<file path="src/rtl/lim_pkg.sv">
package lim_pkg;
  localparam int NUM_LINES = 4;
  localparam int CODE_W    = 3;

  typedef struct packed {
    logic       is_assert;
    logic [1:0] line;
  } msg_code_t;
endpackage

</file>
<file path="src/rtl/lim_line_map.sv">
module lim_line_map #(
  parameter int DEV_W = 5
) (
  input  logic [DEV_W-1:0] dev,
  input  logic [1:0]       pin,
  output logic [1:0]       line
);
  logic [1:0] dev_low;
  generate
    if (DEV_W >= 2) begin : g_wide
      assign dev_low = dev[1:0];
    end else begin : g_narrow
      assign dev_low = {1'b0, dev[0]};
    end
  endgenerate
  // modulo 4 comes from the 2-bit sum wrapping
  assign line = dev_low + pin;
endmodule

</file>
<file path="src/rtl/lim_pend_tracker.sv">
module lim_pend_tracker
  import lim_pkg::*;
#(
  parameter int NUM_DEV = 32,
  parameter int DEV_W   = 5
) (
  input  logic                 clk,
  input  logic                 rst,
  input  logic                 upd_en,
  input  logic [1:0]           upd_line,
  input  logic [DEV_W-1:0]     upd_dev,
  input  logic                 upd_set,
  output logic                 went_busy,
  output logic                 went_idle,
  output logic [NUM_LINES-1:0] pend
);
  logic [NUM_DEV-1:0] bmap_q [NUM_LINES];
  logic [NUM_DEV-1:0] dev_bit, cur_map, nxt_map;

  assign dev_bit = {{(NUM_DEV-1){1'b0}}, 1'b1} << upd_dev;

  always_comb begin
    cur_map   = bmap_q[upd_line];
    nxt_map   = upd_set ? (cur_map | dev_bit) : (cur_map & ~dev_bit);
    went_busy = upd_en && (cur_map == '0) && (nxt_map != '0);
    went_idle = upd_en && (cur_map != '0) && (nxt_map == '0);
  end

  always_ff @(posedge clk) begin
    if (rst) begin
      for (int i = 0; i < NUM_LINES; i++) bmap_q[i] <= '0;
      pend <= '0;
    end else if (upd_en) begin
      bmap_q[upd_line] <= nxt_map;
      pend[upd_line]   <= |nxt_map;
    end
  end
endmodule

</file>
<file path="src/rtl/lim_msg_fifo.sv">
module lim_msg_fifo #(
  parameter int W     = 10,
  parameter int DEPTH = 4
) (
  input  logic         clk,
  input  logic         rst,
  input  logic         push,
  input  logic [W-1:0] din,
  input  logic         pop,
  output logic [W-1:0] dout,
  output logic         empty,
  output logic         full
);
  localparam int AW = (DEPTH > 1) ? $clog2(DEPTH) : 1;
  localparam int CW = $clog2(DEPTH + 1);

  logic [W-1:0]  mem [DEPTH];
  logic [AW-1:0] wr_ptr, rd_ptr;
  logic [CW-1:0] count;

  function automatic logic [AW-1:0] bump(input logic [AW-1:0] p);
    return (p == AW'(DEPTH - 1)) ? '0 : p + 1'b1;
  endfunction

  always_ff @(posedge clk) begin
    if (push) mem[wr_ptr] <= din;
  end

  always_ff @(posedge clk) begin
    if (rst) begin
      wr_ptr <= '0;
      rd_ptr <= '0;
      count  <= '0;
    end else begin
      if (push) wr_ptr <= bump(wr_ptr);
      if (pop)  rd_ptr <= bump(rd_ptr);
      if (push && !pop)      count <= count + 1'b1;
      else if (pop && !push) count <= count - 1'b1;
    end
  end

  assign dout  = mem[rd_ptr];
  assign empty = (count == '0);
  assign full  = (count == CW'(DEPTH));
endmodule

</file>
<file path="src/rtl/legacy_irq_msg_gen.sv">
module legacy_irq_msg_gen
  import lim_pkg::*;
#(
  parameter int NUM_DEV = 32,
  parameter int DEV_W   = 5,
  parameter int QDEPTH  = 4
) (
  input  logic                 clk,
  input  logic                 rst,
  input  logic                 req_valid,
  output logic                 req_ready,
  input  logic                 req_assert,
  input  logic [DEV_W-1:0]     req_dev,
  input  logic [1:0]           req_pin,
  output logic                 msg_valid,
  input  logic                 msg_ready,
  output logic [CODE_W-1:0]    msg_code,
  input  logic                 msg_refuse,
  output logic [NUM_LINES-1:0] line_pending,
  output logic                 err_valid,
  output logic [DEV_W-1:0]     err_dev,
  output logic [1:0]           err_pin
);
  localparam int ENT_W = DEV_W + 2 + CODE_W;

  logic             accept, went_busy, went_idle, q_push, q_pop, q_empty, q_full;
  logic [1:0]       line;
  msg_code_t        new_code;
  logic [ENT_W-1:0] q_din, q_dout;

  lim_line_map #(.DEV_W(DEV_W)) u_map (
    .dev(req_dev), .pin(req_pin), .line(line)
  );

  assign req_ready = !q_full;
  assign accept    = req_valid && req_ready;

  lim_pend_tracker #(.NUM_DEV(NUM_DEV), .DEV_W(DEV_W)) u_track (
    .clk(clk), .rst(rst), .upd_en(accept), .upd_line(line), .upd_dev(req_dev),
    .upd_set(req_assert), .went_busy(went_busy), .went_idle(went_idle),
    .pend(line_pending)
  );

  assign new_code = '{is_assert: went_busy, line: line};
  assign q_push   = went_busy || went_idle;
  assign q_din    = {req_dev, req_pin, new_code};

  lim_msg_fifo #(.W(ENT_W), .DEPTH(QDEPTH)) u_q (
    .clk(clk), .rst(rst), .push(q_push), .din(q_din), .pop(q_pop),
    .dout(q_dout), .empty(q_empty), .full(q_full)
  );

  assign msg_valid = !q_empty;
  assign msg_code  = q_dout[CODE_W-1:0];
  assign q_pop     = msg_valid && msg_ready;

  always_ff @(posedge clk) begin
    if (rst) begin
      err_valid <= 1'b0;
      err_dev   <= '0;
      err_pin   <= '0;
    end else begin
      err_valid <= q_pop && msg_refuse;
      if (q_pop && msg_refuse) begin
        err_dev <= q_dout[ENT_W-1 -: DEV_W];
        err_pin <= q_dout[CODE_W +: 2];
      end
    end
  end
endmodule

</file>
<file path="config.mk">
export PLATFORM = sky130hd
export DESIGN_NAME = legacy_irq_msg_gen
export DESIGN_NICKNAME = d
export VERILOG_FILES = /design/src/rtl/lim_pkg.sv /design/src/rtl/lim_line_map.sv /design/src/rtl/lim_pend_tracker.sv /design/src/rtl/lim_msg_fifo.sv /design/src/rtl/legacy_irq_msg_gen.sv
export SDC_FILE = /design/constraint.sdc
export NUM_CORES = 1
export LEC_CHECK = 0
export ABC_CLOCK_PERIOD_IN_PS = 8200
export CORE_UTILIZATION = 45
export CTS_CLUSTER_SIZE = 20
export DETAILED_ROUTE_END_ITERATION = 12
export PLACE_DENSITY = 0.62
export SYNTH_ARGS = -nofsm -noshare
export SYNTH_HDL_FRONTEND = slang
export SYNTH_HIERARCHICAL = 1
export SYNTH_SLANG_ARGS = --single-unit
</file>
<file path="constraint.sdc">
create_clock -name clk -period 8.2 [get_ports clk]
set_input_delay 0.82 -clock clk [delete_from_list [all_inputs] [get_ports clk]]
set_output_delay 0.82 -clock clk [all_outputs]
set_load 0.05 [all_outputs]
</file>
==> results by group, run 1 <==
Worst setup path
  • CP endpoint kind: flop
  • R2R Path End: u_q/count[2]
  • Critical path startpoint: req_dev[0]
  • Worst flop-to-flop path startpoint: u_track/bmap_q[3][15]
  • Startpoint types: input pin
  • R2R Setup Slk: 4.50 ns
  • Critical path peak fanout: 23
  • Worst R2R Path Depth: 13
  • Crit path capture: u_q/count[2]
  • CP required: 8.56 ns
  • Crit path arrival time: 6.26 ns
  • Kind of critical path: input pin to flop

Clocking
  • Clock Tree Buf Depth: 2
  • CTS resizes: 0
  • Post-CTS Setup Bufs: 0
  • Worst skew pair latency: 0.43 ns
  • Clock sink total: 189
  • Worst-path clk slew: 0.06 ns
  • CTS tree: done
  • Root buffer cell: clkbuf_16
  • H-tree depth: 4
  • Num CTS Buffers: 17
  • Post-CTS Hold Fix Bufs: 0

Power
  • P_leak: 0.00330 uW
  • P per Cell Area: 262 nW/um2
  • Max VDD drop: 0.157 mV

Floorplan
  • Core area: 18800 um2
  • Die footprint: 19900 um2
  • I/O Pins: 30
  • Chip width: 141 um
  • Row count: 50
  • Initial core utilization: 46.2%
  • Die Y: 141 um

Synthesis
  • Ranking of synthesized cells by area: edfxtp_1, mux4_2, nor2_1
  • Cells after Synth: 636
  • Syn Std Cell Area: 8700 um2
  • Post-synth net total: 657
  • Synth async-reset ratio: 0%
  • Average size of a mapped cell: 13.7 um2
  • Yosys cell types: 48
  • Post-synth top area share: 58.0%
  • Leading area contributor after synthesis: edfxtp_1
  • Syn. warnings: 6
  • Dominant synthesized flop cell: edfxtp_1
  • Most frequent cell after synthesis: edfxtp_1
  • Synth top cells by count: edfxtp_1, nor2_1, mux4_2
  • Post-synthesis sequential element count: 189
  • Post-synthesis sequential area ratio: 62.8%
  • Number of flops mapped to enable cells by yosys: 168

STA
  • Setup Skew: 0.00886 ns
  • Minimum clock period: 5.89 ns
  • Fin. max-slew vios: 0
  • Max-slew headroom: 20.2%
  • Final setup fails: 0
  • Setup TNS: 0 ns
  • Tcrit/Tclk final: 71.9%
  • Post-layout worst setup margin: 2.31 ns
  • RSZ-0062 raised after global routing: no
  • Final hold vios: 0
  • Measured slew at the worst slew-check pin: 1.19 ns
  • Max Freq: 170 MHz

Finish
  • Area grow syn2layout: 12.5%
  • Antenna diodes: 0
  • Share of layout cells above drive strength 1: 13.7%
  • Register area: 5470 um2
  • Nets: 673
  • Area of the multi-input gates: 3000 um2
  • Number of fill cells: 1588

Routing
  • Number of remaining DRC errors: 0
  • Initial DRT Pass Iterations: 5
  • Routed vias/inst: 5.75
  • Detailed-route via count: 5320
  • Final ANT Viol Nets: 0
  • Final wirelength: 18900 um
  • Drt wl/cell: 20.4 um
  • Iter 0 DRT Violations: 457

Global route
  • Initial antenna violation count: 0
  • Total grt overflow: 0
  • Largest net degree at the start of global routing: 37
  • GR Util All Layers: 20.2%
  • Vias in the first global route: 5344
  • First-pass GRT wire length: 29900 um

Hold path
  • Hold WC Path Type: flop to flop

Placed design
  • GPL Wtd Cong: 0.854
  • IO buf count: 29
  • Post-DP HPWL: 11700 um
  • Place WS: 1.87 ns

Status
  • Status: finished, final reports clean

Job
  • Max-cap violations: 0
[kinds of logic (layout without fill, tap and decap cells)]
kind of cell               count (synthesis)  after routing  synth area share, %
xor gates and xnor gates                   3              3                0.474
AOI/OAI and AO/OA                         71             71                 5.48
muxes                                     53             53                 12.2
DFF                                      189            189                 62.8
and+or+nand+nor                          256            256                 14.7
adders and majority gates                  8              8                 1.24
buffers and inverters                     56             85                 3.05
[critical path: stages]
cell and delay [ns]:
clkdlybuf4s50_1 0.73, ha_2 0.36, xor3_2 0.74, buf_4 0.44
mux4_2 0.39, o21ai_0 0.13, o2111ai_1 0.20, nor4_2 0.51
nand4_2 0.29, and3_1 0.30, or2_2 0.35, ha_1 0.24
inv_1 0.07, fa_1 0.17, xor2_1 0.07, or3_1 0.30
a21oi_1 0.13
[cell type report]
| class | count | share of cell area (%) |
|---|---|---|
| Inverter | 15 | 0.575 |
| Sequential cell | 189 | 55.8 |
| Clock buffer | 25 | 5.51 |
| Clock inverter | 7 | 0.498 |
| Multi-Input combinational cell | 391 | 30.6 |
| Timing Repair Buffer | 38 | 3.65 |
| Tap cell | 260 | 3.32 |
[worst min-delay path by stage]
stage,startpoint,endpoint,cells past startpoint
after floorplan,u_q/count[2],u_q/count[2],2
after global placement,err_pin[0],err_pin[0],2
after detailed placement,u_track/pend[2],u_track/pend[2],2
after CTS,u_track/pend[2],u_track/pend[2],2
after global routing,err_dev[4],err_dev[4],2
final,u_track/pend[2],u_track/pend[2],2
[per-layer routing]
metal  GRT usage [%]  routed length [um]  up-vias
met4            7.09                 237        0
li1                -                   -     2420
met3            3.40                1020       20
met2            34.2                9480      186
met5               0                   0        -
met1            26.5                8130     2694
[stage by stage]
stage	utilization [%]	power, uW	cell area (um2)	cells	hold slack [ns]
6_report	52.0	2570	9790	925	0.466
3_5_place_dp	48.9	1790	9200	893	0.459
4_1_cts	52.0	2590	9790	925	0.472
3_3_place_gp	48.9	1780	9200	893	0.460
2_1_floorplan	-	1630	8700	636	0.460
5_1_grt	52.0	2670	9790	925	0.496
[power breakdown]
| part | internal, uW | total [uW] | switching, uW | leakage, uW |
|---|---|---|---|---|
| sequential | 1150 | 1200 | 47.4 | 0.00187 |
| clock | 459 | 802 | 343 | 0.000277 |
| combinational | 222 | 565 | 343 | 0.00115 |
[flip-flops by register name, indices dropped and copies added (netlist names), named ones only]
name / flops
err_dev: 5
err_pin: 2
err_valid: 1
u_q/count: 3
u_q/mem: 40
u_q/rd_ptr: 2
u_q/wr_ptr: 2
u_track/bmap_q: 128
u_track/pend: 4
[placed cells by master, fill, tap and decap left out, types with 3 or more instances in the layout]
cell type	n
a21oi_1	3
and2_1	20
and3b_1	4
buf_4	9
clkbuf_1	3
clkbuf_16	20
clkdlybuf4s50_1	29
clkinvlp_4	4
dfxtp_1	21
edfxtp_1	168
ha_1	6
inv_1	15
mux2i_1	11
mux4_2	40
nand2_1	8
nand2b_1	21
nand3_1	13
nand3b_1	3
nand4_1	7
nor2_1	138
nor2b_1	5
nor3b_1	4
nor4_1	8
nor4_2	4
o2111ai_1	5
o21a_1	6
o21ai_0	29
o21ai_1	4
o2bb2ai_1	3
o311ai_0	5
o31a_1	12
or3_1	8
or3b_1	3
No activity file was read; power rests on OpenSTA's default activity.
==> inputs of run 2 (changes only) <==
--- a/config.mk
+++ b/config.mk
@@ -5,7 +5,7 @@
 export SDC_FILE = /design/constraint.sdc
 export NUM_CORES = 1
 export LEC_CHECK = 0
-export ABC_CLOCK_PERIOD_IN_PS = 8200
+export ABC_CLOCK_PERIOD_IN_PS = 5920
 export CORE_UTILIZATION = 45
 export CTS_CLUSTER_SIZE = 20
 export DETAILED_ROUTE_END_ITERATION = 12
==> constraint.sdc (replaced) <==
create_clock -name clk -period 5.92 [get_ports clk]
set_input_delay 0.592 -clock clk [delete_from_list [all_inputs] [get_ports clk]]
set_output_delay 0.592 -clock clk [all_outputs]
set_load 0.05 [all_outputs]
==> run 2 against run 1 <==
Net effect:
- worst setup slack got worse by 1.2 ns
- largest cell class unchanged
- non-clock buffer count rose by 6
- routed wire length is 0.32% higher
==> results by group, run 2 (synthesis gave the netlist of run 1 again) <==
Clocking
  • CTS resizes: 0
  • Num CTS Buffers: 17
  • CTS tree: done
  • Clock Tree Buf Depth: 2
  • Worst skew pair latency: 0.43 ns
  • Post-CTS Setup Bufs: 0
  • Root buffer cell: clkbuf_16
  • Clock sink total: 189
  • Post-CTS Hold Fix Bufs: 0
  • Worst-path clk slew: 0.07 ns
  • H-tree depth: 4

Power
  • Clock group share of total power: 30.9%
  • Switching share of power: 29.7%
  • Max VDD drop: 0.285 mV
  • P_leak: 0.00333 uW
  • Flop pwr share: 46.8%
  • Comb pwr share: 22.4%
  • P per Cell Area: 361 nW/um2
  • Internal Power: 2500 uW
  • Total power: 3560 uW
  • Sw power: 1060 uW

Worst setup path
  • Worst path max stage delay: 0.62 ns
  • CP required: 6.28 ns
  • CP Buf/Inv Count: 3
  • Worst R2R Path Depth: 13
  • CP endpoint kind: flop
  • CP max stage cell: ha_2
  • Worst flop-to-flop path startpoint: u_track/bmap_q[3][19]
  • R2R Path End: u_q/count[2]
  • Crit-path cells: clkdlybuf4s50_1 -> ha_2 -> buf_12 -> mux4_2 -> o21ai_0 -> o311ai_0 -> nor4_2 -> nand4_2 -> nor3b_2 -> or2_2 -> ha_1 -> inv_1 -> fa_1 -> xor2_1 -> or3_1 -> a21oi_1
  • Critical path peak fanout: 26
  • Startpoint types: input pin
  • Kind of critical path: input pin to flop
  • Largest delay share family, worst path: simple AND/OR/NAND/NOR gates
  • R2R Setup Slk: 2.26 ns
  • Crit path arrival time: 5.22 ns

Status
  • Status: finished, final reports clean

STA
  • Setup Skew: 0.00710 ns
  • Final hold vios: 0
  • Setup TNS: 0 ns
  • RSZ-0062 raised after global routing: no
  • Max-slew headroom: 28.2%
  • Tcrit/Tclk final: 82.1%
  • Measured slew at the worst slew-check pin: 1.08 ns
  • Fin. max-slew vios: 0
  • Final setup fails: 0
  • Final hold slack: 0.474 ns
  • Max Freq: 206 MHz
  • Minimum clock period: 4.86 ns

Routing
  • Final wirelength: 18900 um
  • Iter 0 DRT Violations: 371
  • Number of remaining DRC errors: 0
  • Final ANT Viol Nets: 0
  • Initial DRT Pass Iterations: 5
  • Drt wl/cell: 20.3 um
  • Detailed-route via count: 5371
  • Routed vias/inst: 5.77

Finish
  • Register area: 5470 um2
  • Antenna diodes: 0
  • Area of the multi-input gates: 3000 um2
  • Reg with most FFs: u_track/bmap_q
  • Area grow syn2layout: 13.1%
  • Design Area, Final: 9840 um2
  • Nets: 679
  • Commonest cells after routing, fill and taps aside: edfxtp_1, nor2_1, mux4_2, clkdlybuf4s50_1, o21ai_0
  • Largest regs: u_track/bmap_q x128, u_q/mem x40, err_dev x5
  • Share of layout cells above drive strength 1: 14.6%
  • Max FFs per register: 128
  • Commonest non-fill, non-tap cell in the layout: edfxtp_1
  • Number of fill cells: 1574
  • Final Non-Filler Cells: 931

Global route
  • Vias in the first global route: 5333
  • GR Util All Layers: 20.2%
  • Initial antenna violation count: 0
  • First-pass GRT wire length: 29700 um
  • Total grt overflow: 0
  • Largest net degree at the start of global routing: 43

Job
  • Max-cap violations: 0

Placed design
  • IO buf count: 29
  • Post-DP HPWL: 11800 um
  • Placed Area: 9270 um2
  • GPL Wtd Cong: 0.890
  • Post-placement cell count: 899

Hold path
  • Hold path startpoint: u_track/pend[2]
  • Hold WC Path Type: flop to flop
  • Hold path depth: 2
  • Min-Delay Endpoint: u_track/pend[2]

Floorplan
  • Core area: 18800 um2
  • Chip width: 141 um
  • Die Y: 141 um
  • Initial core utilization: 46.2%
  • Row count: 50
  • I/O Pins: 30
  • Die footprint: 19900 um2
run 2: cell count changes in the layout (fill, tap and decap cells not counted):
cell,delta
buf_4,+4
clkbuf_1,-3
clkbuf_16,-3
clkinv_4,+3
buf_12,+2
clkbuf_8,-2
clkinv_1,+2
inv_8,+2
bufinv_16,+1
clkinv_8,+1
clkinvlp_4,-1
run 2: per-stage QoR:
step	util, %	setup WS (ns)
after floorplan	-	1.67
after global placement	49.2	0.768
after detailed placement	49.2	0.684
after CTS	52.3	1.11
after global routing	52.3	0.851
final	52.3	1.06
run 2: how the worst max path moves through the flow:
stage               slack, ns        from           end  depth (start not counted)
floorplan                1.67  req_dev[0]  u_q/count[2]                         17
detailed placement       0.68  req_pin[0]  u_q/count[2]                         16
CTS                      1.11  req_pin[0]  u_q/count[2]                         16
global route             0.85  req_pin[0]  u_q/count[2]                         16
finish                   1.06  req_pin[0]  u_q/count[2]                         16
global placement         0.77  req_pin[0]  u_q/count[2]                         16
run 2: routing by layer:
| layer | vias up | global-route usage (%) | routed length (um) |
|---|---|---|---|
| met5 | - | 0 | 0 |
| met4 | 0 | 6.58 | 300 |
| met3 | 29 | 4.14 | 990 |
| met2 | 178 | 33.5 | 9250 |
| met1 | 2734 | 26.8 | 8390 |
| li1 | 2430 | - | - |
run 2: worst reg2reg max path: cells and delay by family, from the launching register on:
family | cells | cell delay [ns]
adder cells (fa/ha/maj) | 2 | 0.57
XOR/XNOR | 1 | 0.15
buffers and inverters | 1 | 0.06
multiplexers | 1 | 0.52
AND/OR/NAND/NOR | 5 | 1.44
flip-flops | 1 | 0.37
AO/OA/AOI/OAI | 3 | 0.48
run 2: area by class of cell:
cell class | instances | area share [%]
Sequential cell | 189 | 55.5
Tap cell | 260 | 3.31
Clock buffer | 17 | 4.32
Timing Repair Buffer | 44 | 4.35
Multi-Input combinational cell | 391 | 30.5
Clock inverter | 15 | 1.46
Inverter | 15 | 0.572
run 2: power by group through the flow:
stage / clock, uW / sequential, uW / combinational (uW)
after detailed placement: 0 / 1700 / 797
final: 1100 / 1660 / 796
after CTS: 1120 / 1670 / 800
after global routing: 1170 / 1680 / 861
after floorplan: 0 / 1700 / 564
after global placement: 0 / 1690 / 783
==> inputs of run 3 (changes only) <==
--- a/config.mk
+++ b/config.mk
@@ -5,11 +5,11 @@
 export SDC_FILE = /design/constraint.sdc
 export NUM_CORES = 1
 export LEC_CHECK = 0
-export ABC_CLOCK_PERIOD_IN_PS = 5920
+export ABC_CLOCK_PERIOD_IN_PS = 4200
 export CORE_UTILIZATION = 45
 export CTS_CLUSTER_SIZE = 20
 export DETAILED_ROUTE_END_ITERATION = 12
-export PLACE_DENSITY = 0.62
+export PLACE_DENSITY = 0.64
 export SYNTH_ARGS = -nofsm -noshare
 export SYNTH_HDL_FRONTEND = slang
 export SYNTH_HIERARCHICAL = 1
==> constraint.sdc (replaced) <==
create_clock -name clk -period 4.2 [get_ports clk]
set_input_delay 0.42 -clock clk [delete_from_list [all_inputs] [get_ports clk]]
set_output_delay 0.42 -clock clk [all_outputs]
set_load 0.05 [all_outputs]
==> run 3 against run 2 <==
Net effect:
- flip-flop and latch count is the same
- sequential power increased by 40%
- worst hold slack worse by 0.12 ns
- first-iteration DRC count is 15% higher
- cell count rose by 5.0%
- global-route usage grew 0.47 points
==> results by group, run 3 (synthesis gave the netlist of run 1 again) <==
Hold path
  • Hold path startpoint: req_pin[0]
  • Hold WC Path Type: input pin to flop
  • Min-Delay Endpoint: u_q/mem[2][3]
  • Hold path depth: 1

Routing
  • Final ANT Viol Nets: 0
  • Highest routed metal layer: met4
  • Final wirelength: 19900 um
  • Iter 0 DRT Violations: 428
  • Number of remaining DRC errors: 0
  • Routed vias/inst: 5.71
  • Met2 WL: 9790 um
  • Detailed-route via count: 5586
  • Initial DRT Pass Iterations: 5
  • WL met3: 1390 um
  • Met1 WL: 8300 um
  • Drt wl/cell: 20.4 um

STA
  • Final hold slack: 0.356 ns
  • Tcrit/Tclk final: 96.0%
  • Max Freq: 248 MHz
  • Post-layout worst setup margin: 0.168 ns
  • Final setup fails: 0
  • Fin. max-slew vios: 0
  • Minimum clock period: 4.03 ns
  • Final hold vios: 0
  • Max-slew headroom: 53.3%
  • Measured slew at the worst slew-check pin: 0.701 ns
  • Setup Skew: 0.00890 ns

Global route
  • Vias in the first global route: 5572
  • First-pass GRT wire length: 30500 um
  • GR Util All Layers: 20.7%
  • Initial antenna violation count: 0
  • Largest net degree at the start of global routing: 34
  • Total grt overflow: 0

Clocking
  • Clock Tree Buf Depth: 2
  • H-tree depth: 4
  • Post-CTS Hold Fix Bufs: 0
  • Worst skew pair latency: 0.43 ns
  • Root buffer cell: clkbuf_16
  • Clock sink total: 189
  • Worst-path clk slew: 0.06 ns
  • Num CTS Buffers: 17
  • CTS tree: done

Placed design
  • Post-DP HPWL: 12300 um
  • IO buf count: 29
  • Placed Area: 9590 um2
  • Place WS: -0.487 ns
  • Post-placement cell count: 938
  • GPL Wtd Cong: 0.893

Worst setup path
  • Kind of critical path: input pin to flop
  • R2R Setup Slk: 0.76 ns
  • Worst flop-to-flop path startpoint: u_track/bmap_q[3][20]
  • Critical path peak fanout: 12
  • Startpoint types: input pin
  • CP required: 4.56 ns
  • Worst path most repeated cell: buf_4
  • CP max stage cell: clkdlybuf4s50_1
  • Crit path arrival time: 4.39 ns
  • CP Buf/Inv Count: 5
  • R2R Path End: u_q/count[2]
  • Worst R2R Path Depth: 15
  • Largest delay share family, worst path: simple AND/OR/NAND/NOR gates
  • Crit-path cells: clkdlybuf4s50_1 -> xor3_2 -> buf_4 -> clkbuf_16 -> mux4_2 -> o21ai_1 -> o2111ai_1 -> nor4_2 -> nand4_2 -> buf_4 -> and3_1 -> or2_4 -> ha_1 -> inv_1 -> fa_1 -> xor2_1 -> or3_1 -> a21oi_1
  • Worst path max stage delay: 0.55 ns
  • CP endpoint kind: flop
  • Worst path depth: 18

Finish
  • Design Area, Final: 10300 um2
  • Max FFs per register: 128
  • Nets: 726
  • Final Core Density: 54.8%
  • Largest regs: u_track/bmap_q x128, u_q/mem x40, err_dev x5
  • Commonest non-fill, non-tap cell in the layout: edfxtp_1
  • Antenna diodes: 0
  • Share of layout cells above drive strength 1: 20.8%
  • Reg with most FFs: u_track/bmap_q
  • Area grow syn2layout: 18.6%
  • Final Non-Filler Cells: 978
  • Number of fill cells: 1525
  • Commonest cells after routing, fill and taps aside: edfxtp_1, nor2_1, buf_4, mux4_2, clkdlybuf4s50_1

Power
  • Switching share of power: 28.4%
  • Max VDD drop: 0.260 mV
  • Clock group share of total power: 30.0%
  • P per Cell Area: 500 nW/um2
  • Flop pwr share: 44.9%
  • Comb pwr share: 25.1%
  • Sw power: 1470 uW
  • Internal Power: 3690 uW
  • P_leak: 0.00363 uW

Floorplan
  • Initial core utilization: 46.2%
  • Row count: 50
  • Core area: 18800 um2
  • Die footprint: 19900 um2
  • Chip width: 141 um
  • Die Y: 141 um
  • I/O Pins: 30

Status
  • Status: finished, final reports clean

Job
  • Max-cap violations: 0
run 3: changes by cell type in the layout (fill, tap and decap cells not counted), moves of 4 or more:
cell | before | now
buf_4 | 13 | 56
clkbuf_1 | 0 | 5
o21ai_0 | 29 | 22
clkbuf_8 | 0 | 4
o311ai_0 | 5 | 1
o21ai_2 | 0 | 4
run 3: worst max path at each step:
stage | startpoint | to
4_1_cts | req_pin[0] | u_q/count[2]
2_1_floorplan | req_dev[0] | u_q/count[2]
3_5_place_dp | req_pin[0] | u_q/count[2]
3_3_place_gp | req_pin[0] | u_q/count[2]
6_report | req_pin[1] | u_q/count[2]
5_1_grt | req_pin[1] | u_q/count[2]
run 3: power groups by stage:
stage / Clock (uW) / Sequential (uW) / Combinational [uW]
floorplan: 0 / 2400 / 795
global placement: 0 / 2350 / 1220
detailed placement: 0 / 2360 / 1240
CTS: 1570 / 2320 / 1260
global route: 1630 / 2340 / 1390
finish: 1550 / 2320 / 1300
run 3: per-stage QoR:
step | setup TNS, ns | power (uW)
finish | 0 | 5160
global route | -0.00533 | 5360
CTS | 0 | 5150
detailed placement | -10.76 | 3600
global placement | -7.31 | 3560
floorplan | 0 | 3190
run 3: area by class of cell:
cell class	instances	area [um2]	share of cell area (%)
flip-flops and latches	189	5470	52.9
multi-input cells	391	3050	29.5
repair buffers	91	856	8.29
clock buffers	28	549	5.32
well taps	260	325	3.15
inverters	15	56.3	0.545
clock inverters	4	25.0	0.242
run 3: what timing repair did:
item / CTS / global route
resized for setup: 1 / 23
gates cloned: 1 / 1
setup buffers: 0 / 6
pin swaps: 2 / 15
endpoints found under the setup margin: 1 / 2
run 3: per-layer routing:
layer  vias to the layer above  track usage [%]
li1                       2526                -
met1                      2799             27.2
met2                       222             34.5
met3                        39             3.94
met4                         0             7.15
met5                         -                0
run 3: worst reg2reg max path: stages, from the launching register on:
cell and delay [ns]:
edfxtp_1 0.40, mux4_2 0.53, o21ai_0 0.13, o2111ai_1 0.18
nor4_2 0.28, buf_4 0.16, nand4_2 0.11, buf_4 0.17
and3_1 0.16, or2_4 0.27, ha_1 0.21, inv_1 0.07
fa_1 0.17, xor2_1 0.07, or3_1 0.30, a21oi_1 0.14
